<file path="src/rtl/dicr_pkg.sv">
package dicr_pkg;
  localparam int NCH      = 7;
  localparam int LOW_W    = 6;
  localparam int BERR_BIT = 15;
  localparam int EN_LO    = 16;
  localparam int GEN_BIT  = EN_LO + NCH;
  localparam int FLAG_LO  = GEN_BIT + 1;
  localparam int SENT_BIT = FLAG_LO + NCH;
  localparam int WORD_W   = SENT_BIT + 1;

  localparam logic [WORD_W-1:0] WMASK =
      (WORD_W'(1) << GEN_BIT)
    | (((WORD_W'(1) << NCH) - WORD_W'(1)) << EN_LO)
    | (WORD_W'(1) << BERR_BIT)
    | ((WORD_W'(1) << LOW_W) - WORD_W'(1));
endpackage

</file>
<file path="src/rtl/dicr_flag_bank.sv">
module dicr_flag_bank #(
  parameter int NCH = 7
) (
  input  logic [NCH-1:0] flags_q,
  input  logic [NCH-1:0] en_q,
  input  logic           wr_en,
  input  logic [NCH-1:0] clr_bits,
  input  logic [NCH-1:0] done,
  output logic [NCH-1:0] flags_d,
  output logic           hw_set
);
  logic [NCH-1:0] set_v;

  // per-channel clear-on-one, gated set, set dominates
  for (genvar n = 0; n < NCH; n++) begin : g_chan
    logic kept;
    always_comb begin
      set_v[n]   = done[n] & en_q[n];
      kept       = flags_q[n] & ~(wr_en & clr_bits[n]);
      flags_d[n] = kept | set_v[n];
    end
  end

  assign hw_set = |set_v;
endmodule

</file>
<file path="src/rtl/dicr_master.sv">
module dicr_master #(
  parameter int NCH = 7
) (
  input  logic           gen_d,
  input  logic           berr_d,
  input  logic [NCH-1:0] flags_d,
  input  logic           sent_q,
  input  logic           evt,
  output logic           sent_d,
  output logic           pulse_d
);
  logic cond;

  // master condition on updated contents
  always_comb begin
    cond = (gen_d & (|flags_d)) | berr_d;
    if (evt) begin
      sent_d  = cond;
      pulse_d = cond & ~sent_q;
    end else begin
      sent_d  = sent_q;
      pulse_d = 1'b0;
    end
  end
endmodule

</file>
<file path="src/rtl/dma_irq_ctrl.sv">
module dma_irq_ctrl
  import dicr_pkg::*;
(
  input  logic        clk,
  input  logic        rst_n,
  input  logic        wr_en,
  input  logic [31:0] wr_data,
  input  logic [6:0]  chan_done,
  input  logic        bus_err,
  output logic [31:0] rd_data,
  output logic        irq_pulse
);
  // control fields
  logic [LOW_W-1:0] low_q,  low_d;
  logic             berr_q, berr_d;
  logic [NCH-1:0]   en_q,   en_d;
  logic             gen_q,  gen_d;
  logic [NCH-1:0]   flags_q, flags_d;
  logic             sent_q, sent_d;
  logic             irq_q,  irq_d;
  logic             hw_set;
  logic             evt;
  logic             ctl_ce;

  // reset release synchroniser (assert async, release sync)
  logic [1:0] rst_sync;
  logic       rst_l;

  always_ff @(posedge clk or negedge rst_n) begin
    if (!rst_n) rst_sync <= 2'b00;
    else        rst_sync <= {rst_sync[0], 1'b1};
  end
  assign rst_l = rst_sync[1] & rst_n;

  // software-loaded fields, clock enable written out
  assign ctl_ce = wr_en;

  always_comb begin
    low_d  = low_q;
    en_d   = en_q;
    gen_d  = gen_q;
    berr_d = berr_q;
    if (ctl_ce) begin
      low_d  = wr_data[LOW_W-1:0];
      en_d   = wr_data[EN_LO +: NCH];
      gen_d  = wr_data[GEN_BIT];
      berr_d = wr_data[BERR_BIT];
    end
    berr_d = berr_d | bus_err;        // hardware set
  end

  dicr_flag_bank #(.NCH(NCH)) u_flags (
    .flags_q  (flags_q),
    .en_q     (en_q),
    .wr_en    (wr_en),
    .clr_bits (wr_data[FLAG_LO +: NCH]),
    .done     (chan_done[NCH-1:0]),
    .flags_d  (flags_d),
    .hw_set   (hw_set)
  );

  assign evt = wr_en | hw_set | bus_err;

  dicr_master #(.NCH(NCH)) u_master (
    .gen_d   (gen_d),
    .berr_d  (berr_d),
    .flags_d (flags_d),
    .sent_q  (sent_q),
    .evt     (evt),
    .sent_d  (sent_d),
    .pulse_d (irq_d)
  );

  // registers, reset to zero
  always_ff @(posedge clk or negedge rst_l) begin
    if (!rst_l) begin
      low_q   <= '0;
      berr_q  <= 1'b0;
      en_q    <= '0;
      gen_q   <= 1'b0;
      flags_q <= '0;
      sent_q  <= 1'b0;
      irq_q   <= 1'b0;
    end else begin
      low_q   <= low_d;
      berr_q  <= berr_d;
      en_q    <= en_d;
      gen_q   <= gen_d;
      flags_q <= flags_d;
      sent_q  <= sent_d;
      irq_q   <= irq_d;
    end
  end

  always_comb begin
    rd_data                   = '0;
    rd_data[LOW_W-1:0]        = low_q;
    rd_data[BERR_BIT]         = berr_q;
    rd_data[EN_LO +: NCH]     = en_q;
    rd_data[GEN_BIT]          = gen_q;
    rd_data[FLAG_LO +: NCH]   = flags_q;
    rd_data[SENT_BIT]         = sent_q;
  end

  assign irq_pulse = irq_q;
endmodule

</file>
<file path="config.mk">
export PLATFORM = sky130hd
export DESIGN_NAME = dma_irq_ctrl
export DESIGN_NICKNAME = d
export VERILOG_FILES = /design/src/rtl/dicr_pkg.sv /design/src/rtl/dicr_flag_bank.sv /design/src/rtl/dicr_master.sv /design/src/rtl/dma_irq_ctrl.sv
export SDC_FILE = /design/constraint.sdc
export NUM_CORES = 1
export LEC_CHECK = 0
export BUFFER_PORTS_ARGS = -buffer_cell sky130_fd_sc_hd__buf_2
export CAP_MARGIN = 20
export CORE_MARGIN = 2
export CORE_UTILIZATION = 31
export CTS_CLUSTER_DIAMETER = 30
export DETAILED_ROUTE_END_ITERATION = 7
export PLACE_DENSITY = 0.71
export SLEW_MARGIN = 20
export SYNTH_ARGS = -nofsm -noshare
export SYNTH_HDL_FRONTEND = slang
export SYNTH_SLANG_ARGS = --single-unit
</file>
<file path="constraint.sdc">
create_clock -name clk -period 1.5 [get_ports clk]
set_clock_uncertainty 0.1 [all_clocks]
set_input_delay 0.45 -clock clk [delete_from_list [all_inputs] [get_ports clk]]
set_output_delay 0.45 -clock clk [all_outputs]
set_load 0.03 [all_outputs]
</file>
==> results.env, run 1 <==
GRT_MAX_DEGREE=25
FMAX_MHz=694
LARGEST_STAGE_DELAY_ON_THE_CRITICAL_PATH_NS=0.40
DIODES=0
TIMING.CRITICAL_PATH.ARRIVAL_NS=0.89
VIAS=901
PLACEMENT_ROWS=22
DPL-INSTANCE-AREA_MM2=0.00151
AVGVIACOUNTPERCELL=4.33
SYNTHCELLS=93
WORST_PATH_DOMINANT_CELL_FAMILY='flip-flops'
DRT_PRE_ANTENNA_ITERS=4
CELLPOWERDENSITY_mW_PER_MM2=1120
DIEAREA_MM2=0.00422
SETUP_VIOLATIONS=0
SETUP.WORST_PATH.END_CLASS='output port'
VIAS_IN_THE_FIRST_GLOBAL_ROUTE=940
WL_UM=2500
AREA_OF_ALL_PLACED_CELLS_WITHOUT_FILLERS_MM2=0.00157
HOLD_WS_NS=0.232
CLOCK_TREE.BUFFER_DEPTH=2
ROUTEDWLPERCELL_UM=12.0
FLOORPLAN.DIE.WIDTH_UM=64.9
CTS_BUFFERS=3
ROUTE.ANTENNA.REMAINING_NETS=0
YS_SEQ_AREA_SHARE_PCT=56.5
AVGSYNTHCELLAREA_UM2=12.4
FILLERS=371
DRC_ERRORS=0
CP-START-KIND='register'
CLKTRANSATPATHREGS_NS=0.09
WORSTPATHBUFFERINVERTERCOUNT=1
WORSTSETUPENDPOINT='rd_data[22]'
CTS_HTREE_LEVELS=1
HOLD_CLASS='reg2async'
POWER.STATIC_LEAKAGE_nW=0.820
SLEW_VIOL_FINAL=0
CRITICAL_PATH.REG2REG.STARTPOINT='flags_q[5]$_DFF_PN0_'
AREA_OVERHEAD_VS_SYNTH_PCT=36.6
SYNTH_AREA_MM2=0.00115
RSZ_0062_RAISED_AFTER_GLOBAL_ROUTING='true'
CRITICAL_PATH_CELL_COUNT=1
FIN_SETUP_TNS_NS=0
TRITONCTS_NUM_SINKS=26
STARTING_DENSITY_OF_THE_CORE_PCT=31.9
GP_CONGESTION=0.709
PORT_BUFFERS=56
FIRST_ITER_VIOLATIONS=8
CORE-AREA_MM2=0.00361
GLOBAL_ROUTE.OVERFLOW_TOTAL=0
REG2REG_SETUP_SLACK_NS=0.08
IRDROPWORSTVDD_uV=580
GRT_FIRST_PASS_WIRELENGTH_UM=4090
ENDPOINT_OF_THE_MOST_CRITICAL_REGISTER_TO_REGISTER_PATH='irq_pulse$_DFF_PN0_'
TIMING.CRITICAL_PATH.SLOWEST_STAGE_CELL='dfrtp_1'
MIN_PERIOD_OVER_PERIOD_PCT=96.0
STATUS='complete, no violations'
LAYOUT_COMMONEST_CELL='buf_2'
POWER.TOTAL_mW=1.76
MAX_CAP_VIOLATIONS=0
LARGEST_DRIVER_FANOUT_ON_THE_CRITICAL_PATH=4
CRIT_START='en_q[6]$_DFFE_PN0P_'
HPWL_UM=1980
FINAL_HOLD_VIOLS=0
FINAL_LAYOUT_SIZE_SUFFIX_GT1_SHARE_PCT=57.5
FINALWORSTPATHREQUIREDPERIOD_NS=1.44
ANTENNA_FOUND_INITIAL=0
SYNTH.FF_LATCH_COUNT=26
PATH_TYPE_OF_THE_WORST_SETUP_PATH='reg2out'
DIE_HEIGHT_UM=64.9
CTS_TREE='built'
FINALNETCOUNT=204
MOST-COMMON-LAYOUT-CELLS='55 x buf_2, 26 x dfrtp_1, 14 x nand2_1, 13 x mux2_2, 13 x buf_4'
WORSTSKEWPAIRLATENCY_NS=0.27
SYNTH.LIB_CELLS_USED.DISTINCT=21
REG2REGPATHDEPTH=4
SYNTH_WARNINGS=0
GLOBAL_ROUTE.USAGE.TOTAL_PCT=12.9
CRITICAL_PATH.CELL_CHAIN='buf_2'
CLK_ROOT_BUFFER_CELL='clkbuf_8'
IOPINCOUNT=76
REQUIRED_TIME_OF_THE_CRITICAL_PATH_NS=0.95
==> area by class of cell <==
type                    instances  area [µm²]  area share (%)
well taps                      48        60.1            3.82
inverters                       1        3.75           0.239
clock buffers                   4        55.1            3.50
repair buffers                 69         383            24.3
flip-flops and latches         26         651            41.4
multi-input cells              60         420            26.7
==> cell families (layout without fill, tap and decap cells) <==
logic type / Yosys count / count (layout) / share of synthesized area, %
other: 2 / 10 / 0.652
buffers and inverters: 15 / 74 / 9.56
AND/OR/NAND/NOR: 24 / 24 / 9.46
AO/OA/AOI/OAI: 12 / 12 / 9.78
flip-flops: 26 / 26 / 56.5
multiplexers: 14 / 14 / 14.0
==> metrics by stage <==
stage,worst slack (ns),utilization [%],cells
after floorplan,0.00734,-,101
after global placement,-0.183,41.7,203
after detailed placement,-0.188,41.7,203
after CTS,0.0450,43.5,208
after global routing,-0.0279,43.6,208
final,0.0593,43.6,208
==> cells in the mapped netlist <==
| master | n | area share (%) |
|---|---|---|
| inv_1 | 1 | 0.33 |
| mux2_2 | 13 | 13 |
| a22o_1 | 1 | 0.76 |
| o41ai_2 | 1 | 1.4 |
| buf_6 | 1 | 0.98 |
| a21bo_2 | 5 | 4.3 |
| nor3_1 | 1 | 0.43 |
| nor2b_1 | 1 | 0.54 |
| a211oi_1 | 2 | 1.3 |
| a21oi_1 | 1 | 0.43 |
| o21a_1 | 1 | 0.65 |
| nand4_1 | 5 | 2.7 |
| mux2_4 | 1 | 1.3 |
| nor2_1 | 2 | 0.65 |
| buf_2 | 1 | 0.43 |
| a21bo_1 | 1 | 0.87 |
| and2_1 | 1 | 0.54 |
| dfrtp_1 | 26 | 57 |
| conb_1 | 2 | 0.65 |
| nand2_1 | 14 | 4.6 |
| buf_4 | 12 | 7.8 |
==> state kept, by name, indices dropped and copies added (netlist names) <==
| signal | count |
|---|---|
| en_q | 7 |
| flags_q | 7 |
| low_q | 6 |
| rst_sync | 2 |
| berr_q | 1 |
| gen_q | 1 |
| irq_pulse | 1 |
| sent_q | 1 |
==> what timing repair did <==
action                                 4_1_cts  5_1_grt
hold buffers                                 1        0
setup buffers                                0        0
setup endpoints to repair                    0        2
gates resized for setup                      0        2
endpoints found under the hold margin        2        0
==> where the power goes <==
group | internal [mW] | total [mW] | switching, mW
sequential | 0.774 | 0.814 | 0.0394
combinational | 0.189 | 0.494 | 0.304
clock | 0.235 | 0.455 | 0.221
total | 1.20 | 1.76 | 0.564
==> metal layers <==
metal  vias to the layer above  global-route usage, %  share of wire, %
li1                        429                      -                 -
met1                       421                   15.0                42
met2                        47                   22.4                47
met3                         4                   3.65               9.9
met4                         0                   4.79               1.2
met5                         -                      0                 0
==> worst min path at each step <==
stage,from,end
CTS,rst_sync[1]$_DFF_PN0_,low_q[2]$_DFFE_PN0P_
floorplan,rst_n,rst_sync[0]$_DFF_PN0_
finish,rst_sync[1]$_DFF_PN0_,low_q[2]$_DFFE_PN0P_
global route,rst_sync[0]$_DFF_PN0_,rst_sync[1]$_DFF_PN0_
detailed placement,rst_n,rst_sync[1]$_DFF_PN0_
global placement,rst_n,rst_sync[0]$_DFF_PN0_
(Power assumes the default switching activity.)
==> inputs of run 2 (changes only) <==
SETUP_SLACK_MARGIN = 0.5   (was not set)
==> results.env, run 2 (synthesized netlist as in run 1, its figures left out) <==
DIODES=0  # unchanged
TRITONCTS_NUM_SINKS=26  # unchanged
MAX_CAP_VIOLATIONS=0  # unchanged
DRT_PRE_ANTENNA_ITERS=4  # unchanged
TIMING.CRITICAL_PATH.SLOWEST_STAGE_CELL='dfrtp_2'
DIEAREA_MM2=0.00422  # unchanged
TIMING.CRITICAL_PATH.ARRIVAL_NS=1.48  # +0.59 ns
MIN_PERIOD_OVER_PERIOD_PCT=95.6  # -0.47 points
CLKTRANSATPATHREGS_NS=0.09  # about the same
GRT_MAX_DEGREE=15  # -40%
SETUP.WORST_PATH.END_CLASS='register'
PATH_TYPE_OF_THE_WORST_SETUP_PATH='reg2reg'
SETUP_VIOLATIONS=0  # unchanged
GLOBAL_ROUTE.OVERFLOW_TOTAL=0  # unchanged
FIN_SETUP_TNS_NS=0  # unchanged
AVGVIACOUNTPERCELL=4.30  # -0.71%
REQUIRED_TIME_OF_THE_CRITICAL_PATH_NS=1.55  # +0.60 ns
FIRST_ITER_VIOLATIONS=6  # -2
POWER.TOTAL_mW=1.94  # +9.9%
INTERNAL-POWER_mW=1.34  # +12%
STATUS='complete, no violations'
CP-START-KIND='register'
CTS_HTREE_LEVELS=1  # unchanged
LARGEST_DRIVER_FANOUT_ON_THE_CRITICAL_PATH=2  # -2
GRT_FIRST_PASS_WIRELENGTH_UM=4640  # +13%
HOLD_CLASS='in2async'
MOST-COMMON-LAYOUT-CELLS='32 x buf_2, 25 x buf_6, 20 x dfrtp_2, 14 x buf_4, 12 x nand2_1'
CLK_ROOT_BUFFER_CELL='clkbuf_8'
VIAS=929  # +3.1%
FLOORPLAN.DIE.WIDTH_UM=64.9  # unchanged
ENDPOINT_OF_THE_MOST_CRITICAL_REGISTER_TO_REGISTER_PATH='irq_pulse$_DFF_PN0_'
CRITICAL_PATH.REG2REG.STARTPOINT='flags_q[1]$_DFF_PN0_'
FINAL_HOLD_VIOLS=0  # unchanged
POST-ROUTE-WORST-SETUP-SLACK_NS=0.0663  # +0.00700 ns
WORSTPATHBUFFERINVERTERCOUNT=0  # -1
REG2REGPATHDEPTH=4  # unchanged
FINAL_LAYOUT_SIZE_SUFFIX_GT1_SHARE_PCT=73.8  # +16 points
AREA_OVERHEAD_VS_SYNTH_PCT=66.2
CTS_BUFFERS=3  # unchanged
WORSTSKEWPAIRLATENCY_NS=0.27  # about the same
FINALNETCOUNT=212  # +3.9%
REG2REG_SETUP_SLACK_NS=0.07  # about the same
IRDROPWORSTVDD_uV=605  # +4.3%
PWR-SHARE-SEQ_PCT=43.3  # -2.8 points
IOPINCOUNT=76  # unchanged
LAYOUT_TOP_REGISTERS='en_q x7, flags_q x7, low_q x6'
FMAX_MHz=697  # +0.49%
FILLERS=337  # -9.2%
FINALWORSTPATHREQUIREDPERIOD_NS=1.43  # -0.00700 ns
CELLPOWERDENSITY_mW_PER_MM2=1010  # -9.6%
ROUTEDWLPERCELL_UM=13.3  # +11%
MULTIINPUTGATEAREA_UM2=457  # +8.6%
PORT_BUFFERS=56  # unchanged
HPWL_UM=2050  # +3.3%
STARTING_DENSITY_OF_THE_CORE_PCT=31.9  # unchanged
SEQ_AREA_UM2=676  # +3.8%
RSZ_0062_RAISED_AFTER_GLOBAL_ROUTING='true'
PLACEMENT_ROWS=22  # unchanged
ROUTE.ANTENNA.REMAINING_NETS=0  # unchanged
LAYOUT_COMMONEST_CELL='buf_2'
CRITICAL_PATH.CELL_CHAIN='a21bo_4 -> nand4_1 -> o41ai_2 -> a211oi_1'
POWER.STATIC_LEAKAGE_nW=0.933  # +14%
SWITCHING_POWER_uW=598  # +5.9%
DRC_ERRORS=0  # unchanged
CLOCK_TREE.BUFFER_DEPTH=2  # unchanged
WORST_PATH_DOMINANT_CELL_FAMILY='compound AO/OA/AOI/OAI gates'
SWITCHING_SHARE_PCT=30.9  # -1.2 points
SHARE_CLK_OF_TOTAL_POWER_PCT=23.6  # -2.2 points
GP_CONGESTION=0.715  # +0.97%
COMB_POWER_SHARE_PCT=33.2  # +5.2 points
ANTENNA_FOUND_INITIAL=0  # unchanged
GLOBAL_ROUTE.USAGE.TOTAL_PCT=14.7  # +1.7 points
PLACE_WORST_SETUP_SLACK_NS=-0.269  # -0.0813 ns
CTS_TREE='built'
DIE_HEIGHT_UM=64.9  # unchanged
LARGEST_STAGE_DELAY_ON_THE_CRITICAL_PATH_NS=0.41  # about the same
CORE-AREA_MM2=0.00361  # unchanged
HOLD_WS_NS=0.0759  # -0.156 ns
SLEW_VIOL_FINAL=0  # unchanged
VIAS_IN_THE_FIRST_GLOBAL_ROUTE=993  # +5.6%
WL_UM=2880  # +15%
[run 2: routing by layer]
metal  global-route usage, %  part of all wire, %
met4                    5.59                  1.0
met5                       0                    0
met2                    24.6                   50
met1                    17.6                   41
met3                    4.34                  8.3
[run 2: power by group through the flow]
stage / sequential [mW] / combinational [mW] / clock (mW)
2_1_floorplan: 0.973 / 0.224 / 0
3_3_place_gp: 0.835 / 0.487 / 0
3_5_place_dp: 0.837 / 0.495 / 0
4_1_cts: 0.838 / 0.619 / 0.470
5_1_grt: 0.851 / 0.684 / 0.495
6_report: 0.839 / 0.643 / 0.457
[run 2: repair_timing]
action | in CTS | in global routing
pin swaps | 4 | 2
setup buffers | 4 | 3
endpoints found under the setup margin | 41 | 42
hold buffers | 1 | 0
gates cloned | 2 | 0
endpoints found under the hold margin | 2 | 0
gates resized for setup | 57 | 9
[run 2: layout make-up]
cell class	instances	area share, %
Clock buffer	4	2.88
Tap cell	48	3.14
Sequential cell	26	35.3
Timing Repair Buffer	77	34.6
Inverter	1	0.196
Multi-Input combinational cell	60	23.9
[run 2: worst max path at each step]
| stage | from | endpoint | slack (ns) | cells past startpoint |
|---|---|---|---|---|
| 6_report | flags_q[1]$_DFF_PN0_ | irq_pulse$_DFF_PN0_ | 0.07 | 4 |
| 5_1_grt | flags_q[1]$_DFF_PN0_ | irq_pulse$_DFF_PN0_ | 0.002 | 4 |
| 4_1_cts | flags_q[0]$_DFF_PN0_ | irq_pulse$_DFF_PN0_ | 0.05 | 4 |
| 3_5_place_dp | wr_en | irq_pulse$_DFF_PN0_ | -0.27 | 5 |
| 3_3_place_gp | wr_en | irq_pulse$_DFF_PN0_ | -0.24 | 5 |
| 2_1_floorplan | flags_q[5]$_DFF_PN0_ | irq_pulse$_DFF_PN0_ | 0.05 | 4 |
[run 2: metrics by stage]
step / instances / util [%] / area (µm²)
final: 216 / 53.1 / 1910
after global routing: 216 / 53.1 / 1910
after CTS: 213 / 51.5 / 1860
after detailed placement: 202 / 42.4 / 1530
after global placement: 202 / 42.4 / 1530
after floorplan: 101 / - / 1240
==> inputs of run 3 (changes only) <==
ABC_AREA = 1   (was not set)
CORE_UTILIZATION = 40   (was 31)
PLACE_DENSITY = 0.86   (was 0.71)
==> results.env, run 3 <==
STATUS='complete, no violations'
FINALWORSTPATHREQUIREDPERIOD_NS=1.45  # +0.0183 ns
VIAS_IN_THE_FIRST_GLOBAL_ROUTE=1041  # +4.8%
TIMING.CRITICAL_PATH.ARRIVAL_NS=0.90  # -0.58 ns
GP_CONGESTION=0.735  # +2.8%
ENDPOINT_OF_THE_MOST_CRITICAL_REGISTER_TO_REGISTER_PATH='irq_pulse$_DFF_PN0_'
YOSYSMOSTFREQUENTCELL='nand2_1'
SYNTHCELLS=138  # +48%
VIAS=1061  # +14%
SYNTH_WARNINGS=0  # unchanged
ROUTEDWLPERCELL_UM=11.6  # -13%
FINAL_LAYOUT_SIZE_SUFFIX_GT1_SHARE_PCT=57.9  # -16 points
HPWL_UM=1850  # -9.9%
SYNTH_AREA_MM2=0.00115  # +0.22%
SEQ_AREA_UM2=677  # +0.19%
PATH_TYPE_OF_THE_WORST_SETUP_PATH='reg2out'
ANTENNA_FOUND_INITIAL=0  # unchanged
SYNTH.FF_LATCH_COUNT=26  # unchanged
DRC_ERRORS=0  # unchanged
MIN_PERIOD_OVER_PERIOD_PCT=96.8  # +1.2 points
DIEAREA_MM2=0.00333  # -21%
AVGVIACOUNTPERCELL=4.42  # +2.8%
SLEW_AT_THE_PIN_CLOSEST_TO_ITS_MAX_SLEW_LIMIT_NS=0.524
WORST_PATH_DOMINANT_CELL_FAMILY='flip-flops'
REG2REGPATHDEPTH=9  # +5
DRT_PRE_ANTENNA_ITERS=4  # unchanged
CLKTRANSATPATHREGS_NS=0.13  # +0.04 ns
LAYOUT.CORE_UTILIZATION_PCT=67.2  # +14 points
CRITICAL_PATH.REG2REG.STARTPOINT='en_q[1]$_DFFE_PN0P_'
WL_UM=2780  # -3.4%
GRT_MAX_DEGREE=25  # +10
RSZ_0062_RAISED_AFTER_GLOBAL_ROUTING='true'
AREA_OF_ALL_PLACED_CELLS_WITHOUT_FILLERS_MM2=0.00185  # -3.2%
FILLERS=228  # -32%
AREA_OVERHEAD_VS_SYNTH_PCT=60.5
DIODES=0  # unchanged
CLK_ROOT_BUFFER_CELL='clkbuf_4'
MAX_CAP_VIOLATIONS=0  # unchanged
GLOBAL_ROUTE.OVERFLOW_TOTAL=0  # unchanged
SYNTH_XOR_AREA_SHARE_PCT=0  # unchanged
CTS_TREE='built'
HOLD_WS_NS=0.120  # +0.0441 ns
POST_SYNTH_AND_OR_NAND_NOR_AREA_FRACTION_PCT=31.1  # +22 points
MAXSLEWHEADROOM_PCT=65.0
SYNTH.AREA.TOP_CELLS='dfrtp_1 56%, nand2_1 24%, buf_4 7.8%'
DPL-INSTANCE-AREA_MM2=0.00145  # -4.8%
LARGEST_DRIVER_FANOUT_ON_THE_CRITICAL_PATH=2  # unchanged
FIRST_ITER_VIOLATIONS=25  # +19
HOLD_CLASS='in2async'
LARGEST_STAGE_DELAY_ON_THE_CRITICAL_PATH_NS=0.45  # +0.04 ns
LAYOUT_TOP_REGISTERS='en_q x7, flags_q x7, low_q x6'
MOST-COMMON-LAYOUT-CELLS='63 x nand2_1, 31 x buf_2, 31 x buf_6, 21 x dfrtp_2'
MULTIINPUTGATEAREA_UM2=474  # +3.8%
CELLPOWERDENSITY_mW_PER_MM2=989  # -2.3%
SETUP_VIOLATIONS=0  # unchanged
TRITONCTS_NUM_SINKS=26  # unchanged
PORT_BUFFERS=56  # unchanged
CP-START-KIND='register'
FINAL_HOLD_VIOLS=0  # unchanged
REG2REG_SETUP_SLACK_NS=0.19  # +0.12 ns
GR-USAGE-MET3_PCT=5.80  # +1.5 points
WORSTPATHBUFFERINVERTERCOUNT=1  # +1
POWER.STATIC_LEAKAGE_nW=1.02  # +9.2%
WORSTSKEWPAIRLATENCY_NS=0.31  # +0.04 ns
CLOCK_TREE.BUFFER_DEPTH=2  # unchanged
SYNTH.CELLS.MOST_FREQUENT='73 x nand2_1, 26 x dfrtp_1, 12 x buf_4'
ROUTING_USAGE_ON_MET1_PCT=19.7  # +2.1 points
FLOORPLAN.DIE.WIDTH_UM=57.7  # -11%
GRT_MOST_USED_LAYER='met2'
SLEW_VIOL_FINAL=0  # unchanged
PLACEMENT_ROWS=19  # -14%
IRDROPWORSTVDD_uV=824  # +36%
STARTING_DENSITY_OF_THE_CORE_PCT=41.8  # +9.9 points
IOPINCOUNT=76  # unchanged
CORE-AREA_MM2=0.00276  # -24%
DIE_HEIGHT_UM=57.7  # -11%
TIMING.CRITICAL_PATH.SLOWEST_STAGE_CELL='dfrtp_2'
COMPOUND_GATE_PORTION_OF_THE_SYNTHESIZED_AREA_PCT=0.434  # -9.3 points
FMAX_MHz=689  # -1.3%
YS_SEQ_AREA_SHARE_PCT=56.4  # -0.12 points
ROUTE.ANTENNA.REMAINING_NETS=0  # unchanged
SETUP.WORST_PATH.END_CLASS='output port'
FINALNETCOUNT=253  # +19%
GLOBAL_ROUTE.USAGE.TOTAL_PCT=17.5  # +2.8 points
ADDER_CELL_FRACTION_OF_SYNTH_AREA_PCT=0  # unchanged
SYNTH_TOP_CELL_BY_AREA='dfrtp_1'
YOSYS.AREA.TOP_TYPE_SHARE_PCT=56.4  # -0.12 points
CTS_BUFFERS=3  # unchanged
SYNTH_EDF_COUNT=0  # unchanged
GRT_FIRST_PASS_WIRELENGTH_UM=4490  # -3.1%
SYNTH.LIB_CELLS_USED.DISTINCT=15  # -29%
CTS_HTREE_LEVELS=1  # unchanged
SYNTH_ASYNC_SR_FLOP_SHARE_PCT=100  # unchanged
SYNTHFLOPTYPE='dfrtp_1'
AVGSYNTHCELLAREA_UM2=8.36  # -32%
GLOBALROUTEMET2UTIL_PCT=32.0  # +7.4 points
CRITICAL_PATH.CELL_CHAIN='buf_6'
REQUIRED_TIME_OF_THE_CRITICAL_PATH_NS=0.95  # -0.60 ns
FIN_SETUP_TNS_NS=0  # unchanged
LAYOUT_COMMONEST_CELL='nand2_1'
LARGEST_FAMILY_OF_LOGIC_CELLS_BY_SYNTHESIZED_AREA='simple AND/OR/NAND/NOR gates'
SYNTHMUXAREASHARE_PCT=0  # -14 points
run 3: area by class of cell:
class,count,area share (%)
Sequential cell,26,36.6
Timing Repair Buffer,74,32.2
Multi-Input combinational cell,99,25.6
Tap cell,31,2.09
Clock buffer,4,1.96
Inverter,6,1.55
run 3: logic make-up (layout without fill, tap and decap cells):
logic type	Yosys count	after routing
compound gates	1	1
other cells	2	10
simple gates	88	88
flops	26	26
buf+inv	21	84
run 3: metrics by stage:
step	worst slack, ns	instances	power, mW
6_report	0.0479	240	1.83
5_1_grt	0.00106	240	1.94
4_1_cts	0.0324	239	1.82
3_5_place_dp	-0.138	221	1.28
3_3_place_gp	-0.127	221	1.27
2_1_floorplan	0.223	146	1.18
run 3: worst max path at each step:
stage	from	endpoint	cells after the start
floorplan	wr_en	sent_q$_DFFE_PN0P_	10
global placement	wr_en	sent_q$_DFFE_PN0P_	10
detailed placement	wr_en	irq_pulse$_DFF_PN0_	10
CTS	en_q[4]$_DFFE_PN0P_	rd_data[20]	1
global route	flags_q[1]$_DFF_PN0_	rd_data[25]	1
finish	flags_q[1]$_DFF_PN0_	rd_data[25]	1
run 3: timing repair:
| item | 4_1_cts | 5_1_grt |
|---|---|---|
| endpoints found under the hold margin | 2 | 0 |
| buffers inserted | 13 | 1 |
| hold buffers | 1 | 0 |
| resized for setup | 63 | 12 |
| endpoints found under the setup margin | 26 | 30 |
| pin swaps | 9 | 8 |
run 3: worst reg2reg max path, cell delays in order (launching register included):
cell and delay (ns):
dfrtp_2 0.44, buf_4 0.15, nand2_4 0.06, nand2_2 0.06, nor2_2 0.07, nand2_1 0.06, o21ai_1 0.11, nand2_1 0.07
nand2_2 0.06, nor2_1 0.04
run 3: routing by layer:
metal | wire length, µm | vias to the layer above
met2 | 1530 | 34
met1 | 1070 | 485
met5 | 0 | -
li1 | - | 538
met3 | 151 | 4
met4 | 27 | 0
run 3: where the power goes:
group	internal, mW	switching (mW)	total [mW]	leakage, nW
clock network	0.148	0.194	0.342	0.0210
registers	0.784	0.0557	0.839	0.295
logic	0.291	0.360	0.651	0.703
